`src/rtl/mseq_pkg.sv`:
```
package mseq_pkg;

    // Default geometry of the sequencer
    localparam int unsigned ADDR_W_DEF  = 8;
    localparam int unsigned NUM_GRP_DEF = 2;

    // Sequencer run state
    typedef enum logic {
        SEQ_RUN  = 1'b0,
        SEQ_WAIT = 1'b1
    } seq_state_e;

    // Next state of the stall controller from the current state and inputs
    function automatic seq_state_e next_state(
        input seq_state_e cur,
        input logic       coff,
        input logic       done
    );
        seq_state_e ns;
        ns = cur;
        if (cur == SEQ_RUN) begin
            if (coff && !done) ns = SEQ_WAIT;
        end else begin
            if (done) ns = SEQ_RUN;
        end
        return ns;
    endfunction

endpackage

```
`src/rtl/mseq_next_addr.sv`:
```
module mseq_next_addr #(
    parameter int unsigned ADDR_W  = mseq_pkg::ADDR_W_DEF,
    parameter int unsigned NUM_GRP = mseq_pkg::NUM_GRP_DEF,
    localparam int unsigned GSEL_W = (NUM_GRP > 1) ? $clog2(NUM_GRP) : 1
) (
    input  logic [ADDR_W-1:0]         nxt_field,
    input  logic                      but_en,
    input  logic [GSEL_W-1:0]         grp_sel,
    input  logic [NUM_GRP*ADDR_W-1:0] dec_bits,
    output logic [ADDR_W-1:0]         next_addr
);

    logic [ADDR_W-1:0] contrib [NUM_GRP];
    logic [ADDR_W-1:0] or_bits;

    // One gated contribution per decode group
    for (genvar g = 0; g < NUM_GRP; g++) begin : g_grp
        logic hit;
        assign hit        = but_en && (grp_sel == GSEL_W'(g));
        assign contrib[g] = hit ? dec_bits[g*ADDR_W +: ADDR_W] : '0;
    end

    always_comb begin
        or_bits = '0;
        for (int g = 0; g < NUM_GRP; g++) begin
            or_bits = or_bits | contrib[g];
        end
    end

    assign next_addr = nxt_field | or_bits;

endmodule

```
`src/rtl/mseq_stall_ctl.sv`:
```
module mseq_stall_ctl (
    input  logic clk,
    input  logic rst,
    input  logic clk_off,
    input  logic bus_done,
    output logic step_en
);
    import mseq_pkg::*;

    seq_state_e state_q;
    seq_state_e state_d;

    always_comb begin
        state_d = next_state(state_q, clk_off, bus_done);
    end

    always_ff @(posedge clk) begin
        if (rst) state_q <= SEQ_RUN;
        else     state_q <= state_d;
    end

    assign step_en = (state_q == SEQ_RUN);

    // executing clock-off step without done -> stall next cycle
    a_r7_enter_stall: assert property (@(posedge clk) disable iff (rst)
        (step_en && clk_off && !bus_done) |=> !step_en);

    // done already present -> no stall
    a_r10_no_stall_when_done: assert property (@(posedge clk) disable iff (rst)
        (step_en && clk_off && bus_done) |=> step_en);

    // done seen while stalled -> released next cycle
    a_r9_release: assert property (@(posedge clk) disable iff (rst)
        (!step_en && bus_done) |=> step_en);

    // stall persists while done is low
    a_r8_hold_wait: assert property (@(posedge clk) disable iff (rst)
        (!step_en && !bus_done) |=> !step_en);

endmodule

```
`src/rtl/mseq_top.sv`:
```
module mseq_top #(
    parameter int unsigned ADDR_W  = mseq_pkg::ADDR_W_DEF,
    parameter int unsigned NUM_GRP = mseq_pkg::NUM_GRP_DEF,
    localparam int unsigned GSEL_W = (NUM_GRP > 1) ? $clog2(NUM_GRP) : 1
) (
    input  logic                      clk,
    input  logic                      rst,
    input  logic [ADDR_W-1:0]         nxt_field,
    input  logic                      but_en,
    input  logic [GSEL_W-1:0]         grp_sel,
    input  logic [NUM_GRP*ADDR_W-1:0] dec_bits,
    input  logic                      clk_off,
    input  logic                      bus_done,
    output logic [ADDR_W-1:0]         mpc,
    output logic                      step_en
);

    logic [ADDR_W-1:0] next_addr;
    logic [ADDR_W-1:0] mpc_q;

    mseq_next_addr #(
        .ADDR_W  (ADDR_W),
        .NUM_GRP (NUM_GRP)
    ) u_next (
        .nxt_field (nxt_field),
        .but_en    (but_en),
        .grp_sel   (grp_sel),
        .dec_bits  (dec_bits),
        .next_addr (next_addr)
    );

    mseq_stall_ctl u_stall (
        .clk      (clk),
        .rst      (rst),
        .clk_off  (clk_off),
        .bus_done (bus_done),
        .step_en  (step_en)
    );

    // Counter advances only on an executing microstep
    always_ff @(posedge clk) begin
        if (rst)          mpc_q <= '0;
        else if (step_en) mpc_q <= next_addr;
    end

    assign mpc = mpc_q;

    // counter frozen while stalled
    a_r8_mpc_frozen: assert property (@(posedge clk) disable iff (rst)
        !step_en |=> $stable(mpc));

    // plain step loads the next-address field
    a_r2_plain_step: assert property (@(posedge clk) disable iff (rst)
        (step_en && !but_en) |=> (mpc == $past(nxt_field)));

    // every next-address bit survives into the new counter
    a_r3_nxt_bits_kept: assert property (@(posedge clk) disable iff (rst)
        step_en |=> ((mpc & $past(nxt_field)) == $past(nxt_field)));

endmodule

```
`config.mk`:
```
export PLATFORM = sky130hd
export DESIGN_NAME = mseq_top
export DESIGN_NICKNAME = d
export VERILOG_FILES = /design/src/rtl/mseq_pkg.sv /design/src/rtl/mseq_next_addr.sv /design/src/rtl/mseq_stall_ctl.sv /design/src/rtl/mseq_top.sv
export SDC_FILE = /design/constraint.sdc
export NUM_CORES = 1
export LEC_CHECK = 0
export ABC_AREA = 1
export BUFFER_PORTS_ARGS = -buffer_cell sky130_fd_sc_hd__buf_2
export CAP_MARGIN = 10
export CORE_MARGIN = 4
export CORE_UTILIZATION = 35
export DETAILED_ROUTE_END_ITERATION = 7
export GPL_ROUTABILITY_DRIVEN = 0
export PLACE_DENSITY = 0.69
export SYNTH_ARGS = -nofsm -noshare
export SYNTH_HDL_FRONTEND = slang
export SYNTH_SLANG_ARGS = --single-unit
```
`constraint.sdc`:
```
create_clock -name clk -period 1.2 [get_ports clk]
set_input_delay 0.24 -clock clk [delete_from_list [all_inputs] [get_ports clk]]
set_output_delay 0.24 -clock clk [all_outputs]
set_load 0.03 [all_outputs]
```
==> qor.yml, run 1 <==
track_usage_pct: 12.9
post_drt_wl_per_cell_um: 11.0
tns_ns: 0
drive_above_1_share_pct: 44.2
netlist_area_um2: 579
peakVddDrop_uv: 679
synth_top_area_share_pct: 31.1
finalSetupViolCount: 0
drt_pass1_iterations: 4
num_antenna_cells: 0
timing.final.crit_share_pct: 96.9
finalMaxSlewViolations: 0
grt_start_max_net_pins: 17
min_from: "bus_done"
final_nets: 151
synth_top_area_cell: "dfxtp_1"
worst_slack_ns: 0.0373
clk_latency_ns: 0.27
utilization_pct: 49.3
finalCriticalPeriod_ns: 1.16
pre_cts_slack_ns: 0.252
critPathKind: "flip-flop to output pin"
yosys_warnings: 0
worst_slew_pin_slew_ns: 0.328
cts_max_level: 1
synth_fp_nets: 112
r2r_setup_slack_ns: 0.30
initial_core_util_pct: 37.6
core_area_um2: 1540
fmax_mhz: 860
synth_seq_area_share_pct: 31.1
slowest_delay_ns: 0.35
numCtsBuffers: 3
path_clk_slew_ns: 0.06
cap_violations: 0
cts_sinks: 9
synth.distinct_cells: 13
critPathMaxFanout: 9
dieArea_um2: 2370
grt_pass1_wl_mm: 2.48
path_cells: "inv_4 -> buf_2"
multi_input_area_um2: 289
ios: 39
grt_pass1_vias: 600
postSynthAreaPerCell_um2: 7.06
drt_iter0_markers: 17
final_antenna_net_count: 0
holdBufCountCts: 0
vias_per_cell: 4.64
portBuffers: 38
p_per_area_nw_per_um2: 1060
endpoint_kind: "output pin"
cts_root_buffer: "clkbuf_4"
cts_tree: "done"
overflow: 0
die_w_um: 48.7
vias: 631
crit_slowest_cell: "dfxtp_2"
netlist_instances: 82
reg2reg_from: "u_stall.state_q"
hpwl_mm: 1.18
clock_path_buffers: 2
r2r-end: "mpc[5]"
crit_required_ns: 0.96
crit_buf_inv: 2
area_delta_synth_final_pct: 31.1
status: "complete, no violations"
hold_violations: 0
p_leak_uw: 0.000437
rsz0062_at_grt: "no"
hold_path_class: "input port to flip-flop"
n_fill_cell: 186
clock_skew_ns: 0.00140
slew_headroom_pct: 78.1
regArea_um2: 181
min_delay_worst_endpoint: "u_stall.state_q"
critPathTopFamily: "flip-flops"
synth.area.top_cells: "dfxtp_1 31%, nor2_1 16%, nand3_1 14%, nand3_2 14%, inv_1 5.2%"
cp_data_arrival_time_ns: 0.92
antenna_found_initial: 0
fp-row-count: 14
die_h_um: 48.7
cp-start-kind: "flip-flop"
synth_seq_cells: 9
rr_worst_depth: 5
routed_wl_mm: 1.50
drc: 0
whs_path_depth: 2
## report_power, final
part           internal [µW]  leakage, µW  switching [µW]
Sequential               324    0.0000756            12.7
Clock                    129    0.0000150             118
Combinational           86.9     0.000347             136
## layer usage
metal | part of all wire [%] | GRT usage, %
met1 | 46 | 16.6
met2 | 44 | 20.0
met3 | 9.1 | 5.52
met4 | 0.93 | 2.69
met5 | 0 | 0
## metrics by stage
step,cells,cell area [µm²],hold WS [ns],total power (µW)
after floorplan,82,579,0.319,499
after global placement,132,732,0.409,564
after detailed placement,132,732,0.411,567
after CTS,136,759,0.112,821
after global routing,136,759,0.115,862
final,136,759,0.119,806
## layout by cell type (no fill, tap or decap), drive strengths merged
master	Yosys	routed
inv	9	9
clkinv	1	1
nor3	1	1
nand3	24	24
dfxtp	9	9
nand2	8	8
nor2	25	25
clkbuf	0	4
buf	5	39
## synth_stat cells
| library cell | count |
|---|---|
| nor2_1 | 25 |
| nand3_1 | 16 |
| dfxtp_1 | 9 |
| inv_1 | 8 |
| nand2_1 | 8 |
| nand3_2 | 8 |
| buf_6 | 2 |
| buf_12 | 1 |
| buf_4 | 1 |
| buf_8 | 1 |
| clkinv_4 | 1 |
| inv_4 | 1 |
| nor3_1 | 1 |
## registers in the layout (all words and copies together) (netlist names)
signal and count:
mpc 8, u_stall.state_q 1
## worst register-to-register path, delay by kind of cell, from the launching register on
| kind | cells | cell delay [ns] |
|---|---|---|
| simple gates | 3 | 0.26 |
| buf+inv | 2 | 0.20 |
| flops | 1 | 0.35 |
## how the worst max path moves through the flow
stage / depth (start not counted) / end / startpoint
after floorplan: 6 / mpc[0] / u_stall.state_q
after global placement: 6 / mpc[1] / grp_sel
after detailed placement: 6 / mpc[1] / grp_sel
after CTS: 2 / step_en / u_stall.state_q
after global routing: 2 / step_en / u_stall.state_q
final: 2 / step_en / u_stall.state_q
## cell families after synthesis
logic type,after synthesis,share of synthesized area (%)
buffers and inverters,15,19.0
DFF,9,31.1
and+or+nand+nor,58,49.9
## cell type report
type | instances | share of cell area, %
Clock buffer | 4 | 3.46
Inverter | 10 | 5.93
Multi-Input combinational cell | 58 | 38.1
Sequential cell | 9 | 23.9
Tap cell | 16 | 2.64
Timing Repair Buffer | 39 | 26.0
## timing repair
| action | in CTS | in global routing |
|---|---|---|
| resized for setup | 1 | 0 |
| setup endpoints to repair | 1 | 0 |
| buffers inserted | 0 | 0 |
Power figures use the tool's default switching activity.
==> run 2: changes to the inputs <==
--- a/config.mk
+++ b/config.mk
@@ -13,6 +13,7 @@
 export DETAILED_ROUTE_END_ITERATION = 7
 export GPL_ROUTABILITY_DRIVEN = 0
 export PLACE_DENSITY = 0.69
+export REMOVE_ABC_BUFFERS = 1
 export SYNTH_ARGS = -nofsm -noshare
 export SYNTH_HDL_FRONTEND = slang
 export SYNTH_SLANG_ARGS = --single-unit
==> run 2 against run 1 <==
Effect of this change:
- clock power fell by 3%
- setup slack better by 0.0051 ns
- clock skew hardly changed
- register-to-register slack is essentially flat
- sequential power hardly changed
- combinational power is essentially flat
- critical path depth stayed put
- power fell by 0.75%
- clock-buffer cell count unchanged
- routed wire length increased by 2.7%
- global-route usage hardly changed
- largest cell class unchanged
- largest power group unchanged
==> qor.yml, run 2 (synthesis gave the netlist of run 1 again) <==
status: "complete, no violations"
dp.cells: 132
power.total_uw: 800
place_area_um2: 732
holdBufCountCts: 0
dieArea_um2: 2370
vias_per_cell: 4.63
final_cells: 136
rsz0062_at_grt: "no"
numCtsBuffers: 3
fp-row-count: 14
final_antenna_net_count: 0
finalCriticalPeriod_ns: 1.16
critPathKind: "flip-flop to output pin"
vias: 629
final_cell_mix: "38 x buf_2, 25 x nor2_1, 16 x nand3_1"
worst_slew_pin_slew_ns: 0.369
n_fill_cell: 180
grt_start_max_net_pins: 17
cts_max_level: 1
p_per_area_nw_per_um2: 1050
largest_reg_flops: 8
path_clk_slew_ns: 0.06
slew_headroom_pct: 75.4
clk_latency_ns: 0.26
regArea_um2: 181
initial_core_util_pct: 37.6
multi_input_area_um2: 289
finalSetupViolCount: 0
die_w_um: 48.7
p_leak_uw: 0.000437
timing.final.crit_share_pct: 96.5
fin_area_um2: 759
drive_above_1_share_pct: 44.2
routed_wl_mm: 1.54
tns_ns: 0
portBuffers: 38
cp-start-kind: "flip-flop"
slowest_delay_ns: 0.35
drc: 0
final_common_cell: "buf_2"
path_cells: "inv_4 -> buf_2"
die_h_um: 48.7
grt_pass1_vias: 554
grt_pass1_wl_mm: 2.42
endpoint_kind: "output pin"
hold_violations: 0
clock_skew_ns: 0.00108
postCtsSetupRepairBufs: 0
antenna_found_initial: 0
hpwl_mm: 1.19
track_usage_pct: 13.0
drt_iter0_markers: 6
peakVddDrop_uv: 468
drt_pass1_iterations: 4
cts_sinks: 9
area_delta_synth_final_pct: 31.1
cp_data_arrival_time_ns: 0.92
overflow: 0
final_nets: 151
finalMaxSlewViolations: 0
post_drt_wl_per_cell_um: 11.3
hold_path_class: "input port to flip-flop"
crit_slowest_cell: "dfxtp_2"
num_antenna_cells: 0
clock_path_buffers: 2
cap_violations: 0
fmax_mhz: 864
ios: 39
cts_root_buffer: "clkbuf_4"
cts_tree: "done"
crit_required_ns: 0.96
core_area_um2: 1540
postCtsResizedCells: 1
critPathMaxFanout: 9
## run 2: cell counts in the layout (fill, tap and decap cells not counted)
Identical to the previous run, type by type.
## run 2: through the flow
stage          hold slack [ns]  utilization [%]  setup WS, ns
6_report                 0.142             49.3        0.0424
5_1_grt                  0.148             49.3       0.00111
4_1_cts                  0.139             49.3        0.0317
3_5_place_dp             0.418             47.5         0.225
3_3_place_gp             0.425             47.5         0.236
2_1_floorplan            0.317                -         0.265
## run 2: routing by layer
layer	share of wire, %	GRT usage [%]	vias to the layer above
met1	39	14.3	258
met4	1.9	8.07	0
met5	0	0	-
li1	-	-	334
met2	47	21.1	33
met3	12	4.29	4
## run 2: worst max-delay path, delay by kind of cell, from the launching register on
kind                   cells  cell delay, ns
buffers and inverters      2            0.30
flip-flops                 1            0.35
## run 2: final timing paths
path / end / slack (ns) / cells past startpoint / startpoint
min: u_stall.state_q / 0.14 / 2 / bus_done
max: step_en / 0.04 / 2 / u_stall.state_q
min reg2reg: mpc[6] / 0.56 / 4 / mpc[6]
max reg2reg: mpc[5] / 0.30 / 5 / u_stall.state_q
## run 2: cell type report
class / instances / share of cell area (%)
multi-input combinational: 58 / 38.1
sequential: 9 / 23.9
tap: 16 / 2.64
clock buffer: 4 / 3.46
timing repair buffer: 39 / 26.0
inverter: 10 / 5.93
## run 2: where the power goes
group / switching, µW / internal, µW
sequential: 12.5 / 324
combinational: 138 / 86.9
clock: 111 / 128
